[src/rtl/fsr_pkg.sv]
package fsr_pkg;
  localparam int unsigned ADDR_W = 2;
  localparam logic [ADDR_W-1:0] A_STAT = 2'd0;
  localparam logic [ADDR_W-1:0] A_CNT  = 2'd1;
  localparam logic [ADDR_W-1:0] A_CTRL = 2'd2;

  // status byte bit positions
  localparam int unsigned B_RST  = 7;
  localparam int unsigned B_SUP  = 6;
  localparam int unsigned B_REF  = 5;
  localparam int unsigned B_CRC  = 4;
  localparam int unsigned B_MEM  = 3;
  localparam int unsigned B_WF   = 2;
  localparam int unsigned B_DRDY = 1;

  localparam int unsigned N_W1C = 4;  // flags in bits 7..4

  typedef struct packed {
    logic hdr_en;
    logic crc_en;
    logic ref_en;
  } ctrl_t;
endpackage

[src/rtl/fsr_sticky_flag.sv]
module fsr_sticky_flag #(
  parameter logic RST_VAL = 1'b1
) (
  input  logic clk_i,
  input  logic rst_ni,
  input  logic set_i,
  input  logic clr_i,
  output logic flag_no
);
  always_ff @(posedge clk_i or negedge rst_ni) begin
    if (!rst_ni)     flag_no <= RST_VAL;
    else if (set_i)  flag_no <= 1'b0;   // fault beats clear
    else if (clr_i)  flag_no <= 1'b1;
  end
endmodule

[src/rtl/fsr_conv.sv]
module fsr_conv #(
  parameter int unsigned CNT_W = 4
) (
  input  logic             clk_i,
  input  logic             rst_ni,
  input  logic             done_i,
  input  logic             rd_start_i,
  output logic [CNT_W-1:0] cnt_o,
  output logic             drdy_o
);
  always_ff @(posedge clk_i or negedge rst_ni) begin
    if (!rst_ni) begin
      cnt_o  <= '0;
      drdy_o <= 1'b0;
    end else begin
      if (done_i) cnt_o <= cnt_o + 1'b1;
      if (done_i)          drdy_o <= 1'b1;
      else if (rd_start_i) drdy_o <= 1'b0;
    end
  end
endmodule

[src/rtl/fsr_header.sv]
module fsr_header #(
  parameter int unsigned HDR_W = 16
) (
  input  logic             clk_i,
  input  logic             rst_ni,
  input  logic             start_i,
  input  logic             en_i,
  input  logic [HDR_W-1:0] snap_i,
  output logic [HDR_W-1:0] hdr_o,
  output logic             vld_o
);
  always_ff @(posedge clk_i or negedge rst_ni) begin
    if (!rst_ni) begin
      hdr_o <= '0;
      vld_o <= 1'b0;
    end else if (start_i) begin
      vld_o <= en_i;
      if (en_i) hdr_o <= snap_i;
    end
  end
endmodule

[src/rtl/fault_status_reg.sv]
module fault_status_reg
  import fsr_pkg::*;
#(
  parameter int unsigned CNT_W = 4,
  parameter int unsigned DW    = 8
) (
  input  logic              clk_i,
  input  logic              rst_ni,
  input  logic              flt_supply_i,
  input  logic              flt_ref_i,
  input  logic              flt_map_crc_i,
  input  logic              flt_mem_i,
  input  logic              wr_en_i,
  input  logic              wr_err_i,
  input  logic [ADDR_W-1:0] wr_addr_i,
  input  logic [DW-1:0]     wr_data_i,
  input  logic [ADDR_W-1:0] rd_addr_i,
  output logic [DW-1:0]     rd_data_o,
  input  logic              conv_done_i,
  input  logic              data_rd_start_i,
  output logic [2*DW-1:0]   header_o,
  output logic              header_vld_o
);
  localparam int unsigned HDR_W = 2 * DW;
  // index 0 is the reset flag, which comes up low
  localparam logic [N_W1C-1:0] W1C_RST = {{(N_W1C-1){1'b1}}, 1'b0};

  ctrl_t             ctrl_q;
  logic              wr_ok, stat_wr, ctrl_wr;
  logic [N_W1C-1:0]  w1c_set, w1c_clr, w1c_n;
  logic              mem_n, wf_n, drdy;
  logic [CNT_W-1:0]  cnt;
  logic [DW-1:0]     stat_byte, cnt_byte;

  assign wr_ok   = wr_en_i && !wr_err_i;
  assign stat_wr = wr_ok && (wr_addr_i == A_STAT);
  assign ctrl_wr = wr_ok && (wr_addr_i == A_CTRL);

  assign w1c_set = {flt_map_crc_i & ctrl_q.crc_en,
                    flt_ref_i     & ctrl_q.ref_en,
                    flt_supply_i,
                    1'b0};

  for (genvar i = 0; i < N_W1C; i++) begin : g_w1c
    assign w1c_clr[i] = stat_wr && wr_data_i[B_RST-i];
    fsr_sticky_flag #(.RST_VAL(W1C_RST[i])) u_flag (
      .clk_i  (clk_i),
      .rst_ni (rst_ni),
      .set_i  (w1c_set[i]),
      .clr_i  (w1c_clr[i]),
      .flag_no(w1c_n[i])
    );
  end

  fsr_sticky_flag #(.RST_VAL(1'b1)) u_mem (
    .clk_i  (clk_i),
    .rst_ni (rst_ni),
    .set_i  (flt_mem_i),
    .clr_i  (1'b0),
    .flag_no(mem_n)
  );

  always_ff @(posedge clk_i or negedge rst_ni) begin
    if (!rst_ni) begin
      ctrl_q <= '0;
      wf_n   <= 1'b1;
    end else begin
      if (wr_en_i) wf_n   <= !wr_err_i;
      if (ctrl_wr) ctrl_q <= ctrl_t'(wr_data_i[$bits(ctrl_t)-1:0]);
    end
  end

  fsr_conv #(.CNT_W(CNT_W)) u_conv (
    .clk_i     (clk_i),
    .rst_ni    (rst_ni),
    .done_i    (conv_done_i),
    .rd_start_i(data_rd_start_i),
    .cnt_o     (cnt),
    .drdy_o    (drdy)
  );

  always_comb begin
    stat_byte         = '0;
    stat_byte[B_RST]  = w1c_n[0];
    stat_byte[B_SUP]  = w1c_n[1];
    stat_byte[B_REF]  = w1c_n[2];
    stat_byte[B_CRC]  = w1c_n[3];
    stat_byte[B_MEM]  = mem_n;
    stat_byte[B_WF]   = wf_n;
    stat_byte[B_DRDY] = drdy;
    cnt_byte          = '0;
    cnt_byte[CNT_W-1:0] = cnt;
  end

  always_comb begin
    unique case (rd_addr_i)
      A_STAT:  rd_data_o = stat_byte;
      A_CNT:   rd_data_o = cnt_byte;
      A_CTRL:  rd_data_o = DW'(ctrl_q);
      default: rd_data_o = '0;
    endcase
  end

  fsr_header #(.HDR_W(HDR_W)) u_hdr (
    .clk_i  (clk_i),
    .rst_ni (rst_ni),
    .start_i(data_rd_start_i),
    .en_i   (ctrl_q.hdr_en),
    .snap_i ({stat_byte, cnt_byte}),
    .hdr_o  (header_o),
    .vld_o  (header_vld_o)
  );
endmodule

[config.mk]
export PLATFORM = sky130hd
export DESIGN_NAME = fault_status_reg
export DESIGN_NICKNAME = d
export VERILOG_FILES = /design/src/rtl/fsr_pkg.sv /design/src/rtl/fsr_sticky_flag.sv /design/src/rtl/fsr_conv.sv /design/src/rtl/fsr_header.sv /design/src/rtl/fault_status_reg.sv
export SDC_FILE = /design/constraint.sdc
export NUM_CORES = 1
export LEC_CHECK = 0
export BUFFER_PORTS_ARGS = -buffer_cell sky130_fd_sc_hd__clkbuf_2
export CAP_MARGIN = 15
export CORE_AREA = 2 2 55 57
export CTS_BUF_LIST = sky130_fd_sc_hd__clkbuf_4 sky130_fd_sc_hd__clkbuf_8
export CTS_CLUSTER_DIAMETER = 150
export DETAILED_ROUTE_END_ITERATION = 12
export DIE_AREA = 0 0 57 59
export PLACE_DENSITY = 0.77
export SYNTH_ARGS = -nofsm -noshare
export SYNTH_HDL_FRONTEND = slang
export SYNTH_SLANG_ARGS = --single-unit
[constraint.sdc]
create_clock -name clk_i -period 1.1 [get_ports clk_i]
set_input_delay 0.11 -clock clk_i [delete_from_list [all_inputs] [get_ports clk_i]]
set_output_delay 0.11 -clock clk_i [all_outputs]
set_load 0.01 [all_outputs]
==> flow_metrics.py <==
metrics = {
    "status": {
        "status": "complete, but fails checks",
        "failed_checks": "setup timing",
    },
    "clocking": {
        "clockBufferDepth": 2,
        "cts.sinks": 26,
        "root_buffer": "clkbuf_4",
        "worstSkewPairLatency_ns": 0.32,
        "cts_htree_levels": 1,
        "cts.clk_slew.worst_paths_ns": 0.14,
        "cts_tree": "done",
        "cts_inserted_buffers": 3,
    },
    "timing": {
        "rsz0062_at_grt": "yes",
        "fin_ws_ns": -0.265,
        "period_minus_slack_ns": 1.37,
        "drv_slew": 0,
        "hold_viol": 0,
        "timing.fmax_mhz": 732,
        "setup_viol": 20,
        "hold_slack_ns": 0.00911,
        "finalSetupTns_ns": -1.89,
        "fin_crit_sh": 1.24,
        "clock_skew_ns": 0.00715,
    },
    "min_path": {
        "holdPathEnd": "wf_n",
        "min_from": "wr_en_i",
        "hold_path_class": "in2reg",
        "whs_path_depth": 3,
    },
    "routing": {
        "dr.pass1.iters": 4,
        "wl_per_cell_um": 15.1,
        "vias": 946,
        "drcViolationCount": 0,
        "ant_nets": 0,
        "via_per_inst": 4.95,
        "wl_um": 2890,
        "drtIter0Drc": 6,
    },
    "setup_path": {
        "rr_endpoint": "u_hdr.hdr_o[2]",
        "reg2reg_depth": 4,
        "critPathKind": "reg2out",
        "critPathRequiredTime_ns": 0.99,
        "cp-startpoint": "wf_n",
        "cp_top_family": "flip-flops",
        "slowest_stage": "dfstp_2",
        "crit_path_end_kind": "primary output",
        "reg2reg_slack_ns": -0.09,
        "max_stage_delay_ns": 0.56,
        "cp_num_buf_inv": 1,
        "worstPathMaxFanout": 2,
        "worstPathArrival_ns": 1.26,
        "crit_chain": "mux2i_1 -> o2bb2ai_1 -> buf_2",
        "start_kind": "register",
        "rr_startpoint": "ctrl_q[2]",
    },
    "synthesis": {
        "synth.distinct_cells": 29,
        "synthMuxAreaShare": 0.171,
        "synth_area_leaders": "dfrtp_1 (45%), mux2_2 (15%), dfstp_2 (11%), buf_4 (3.2%), mux2i_1 (2.6%)",
        "netlist_area_sq_um": 1160,
        "synth_xor_area_frac": 0.0226,
        "yosys_warnings": 0,
        "yosysTopAreaCellShare": 0.453,
        "synth_area_per_cell_sq_um": 12.9,
        "synth_edf_count": 0,
        "synth-main-ff-cell": "dfrtp_1",
        "ys_seq_area_frac": 0.566,
        "synth-simple-area-share": 0.0884,
        "synthCells": 90,
        "synth_compound_area_frac": 0.0754,
        "synth-seq-cells": 26,
        "synth_top_family_by_area": "multiplexers",
        "synthArstFlopShare": 1.00,
        "synthAdderAreaFrac": 0.0108,
        "synth_top_area_cell": "dfrtp_1",
    },
    "placed_design": {
        "dp_cells": 165,
        "dp_hpwl_um": 1810,
        "io_buffers": 40,
        "dpl_worst_slack_ns": -0.0413,
        "place_congestion": 0.818,
    },
    "power_and_ir_drop": {
        "p_int_mw": 2.09,
        "ir_drop_v": 0.00148,
        "switchingPower_mw": 0.936,
        "p_leak_nw": 0.890,
        "power_frac_seq": 0.459,
        "clkPwrFrac": 0.145,
        "power_density_nw_per_um2": 1720,
        "power_frac_comb": 0.396,
        "switching_share": 0.309,
    },
    "cells_and_area": {
        "drive_gt1_frac": 0.594,
        "area_growth_pct": 51.8,
        "fillerInstances": 202,
        "final_cells": 191,
        "post-route-util": 0.651,
        "nets": 184,
        "diodes": 0,
    },
    "floorplan": {
        "die_x_um": 57,
        "num_rows": 19,
        "fp.dieH_um": 59,
        "core_sq_um": 2710,
        "io_pins": 47,
        "start_util": 0.428,
        "dieArea_sq_um": 3360,
    },
    "job": {
        "max_cap_violations": 0,
    },
    "global_route": {
        "antenna_found_initial": 0,
        "grt_pass1_wl_um": 4420,
        "grt_max_degree": 15,
        "grt.overflow.total": 0,
        "grtUsageTotal": 0.172,
        "grt_pass1_vias": 947,
    },
}
-- registers in the layout, summed over array words and instances (netlist names) --
register              cells
u_hdr.vld_o               1
u_conv.drdy_o             1
u_mem.flag_no             1
wf_n                      1
ctrl_q                    3
u_hdr.hdr_o              11
g_w1c.u_flag.flag_no      4
u_conv.cnt_o              4
-- layer usage --
layer  track usage  share of wire  up-vias
met2         0.297           0.54       31
met4        0.0332          0.010        0
met1         0.223           0.40      469
met5             0              0        -
met3        0.0437          0.048        4
li1              -              -      442
-- metrics by stage --
step / power (mW) / area, sq um
floorplan: 1.87 / 1180
detailed placement: 2.28 / 1440
global placement: 2.23 / 1440
finish: 3.02 / 1760
global route: 3.23 / 1760
CTS: 2.87 / 1670
-- power by group through the flow --
| stage | clock network (mW) | logic (mW) | registers (mW) |
|---|---|---|---|
| 2_1_floorplan | 0 | 0.420 | 1.45 |
| 4_1_cts | 0.452 | 1.05 | 1.37 |
| 6_report | 0.439 | 1.20 | 1.39 |
| 5_1_grt | 0.495 | 1.31 | 1.42 |
| 3_5_place_dp | 0 | 0.869 | 1.41 |
| 3_3_place_gp | 0 | 0.840 | 1.39 |
-- how the worst max path moves through the flow --
stage,cells after the start,end
final,3,rd_data_o[2]
after global routing,3,rd_data_o[2]
after CTS,3,rd_data_o[2]
after detailed placement,3,g_w1c[2].u_flag.flag_no
after global placement,3,g_w1c[3].u_flag.flag_no
after floorplan,3,u_hdr.hdr_o[10]
-- cells by family (layout without fill, tap and decap cells) --
logic type	Yosys count	count (layout)
compound gates	10	10
xor+xnor	3	3
fa+ha+maj	1	1
buf+inv	14	80
flops	26	26
mux	18	18
other cells	1	5
simple gates	17	17
-- Yosys cell counts, types with 2 or more instances --
cell type	n
dfrtp_1	21
mux2_2	15
inv_1	6
buf_4	5
dfstp_2	5
nor2_1	4
mux2i_1	3
nor2b_1	3
nor3_1	3
a221oi_2	2
clkbuf_1	2
nand2_1	2
o2bb2ai_1	2
xnor2_1	2
-- worst min-delay path: stages --
cell	delay (ns)
clkbuf_2	0.10
nor2_1	0.09
a21oi_1	0.05
-- cell type report --
class | instances | area [sq um] | area share
flip-flops and latches | 26 | 657 | 0.373
multi-input cells | 54 | 528 | 0.300
repair buffers | 70 | 487 | 0.276
well taps | 31 | 38.8 | 0.0220
clock buffers | 4 | 30.0 | 0.0170
inverters | 6 | 22.5 | 0.0128
-- cell usage in the layout (no fill, tap or decap), types with 2 or more instances in the layout --
cell type      netlist  final
a221oi_2             2      2
buf_2                1      5
buf_4                5     13
buf_6                0      3
clkbuf_2             0     35
clkbuf_4             0      4
conb_1               1      5
dfrtp_1             21     21
dfstp_2              5      5
dlygate4sd3_1        0     12
inv_1                6      3
inv_2                0      3
mux2_2              15      4
mux2_4               0     11
mux2i_1              3      3
nor2_1               4      4
nor2b_1              3      3
nor3_2               0      3
o2bb2ai_1            2      2
xnor2_1              2      2
-- what timing repair did --
item	CTS	global route
setup buffers	9	2
hold endpoints to repair	31	3
setup endpoints to repair	10	21
pin swaps	5	1
gates resized for setup	10	21
hold buffers	9	3
(Power assumes the default switching activity.)
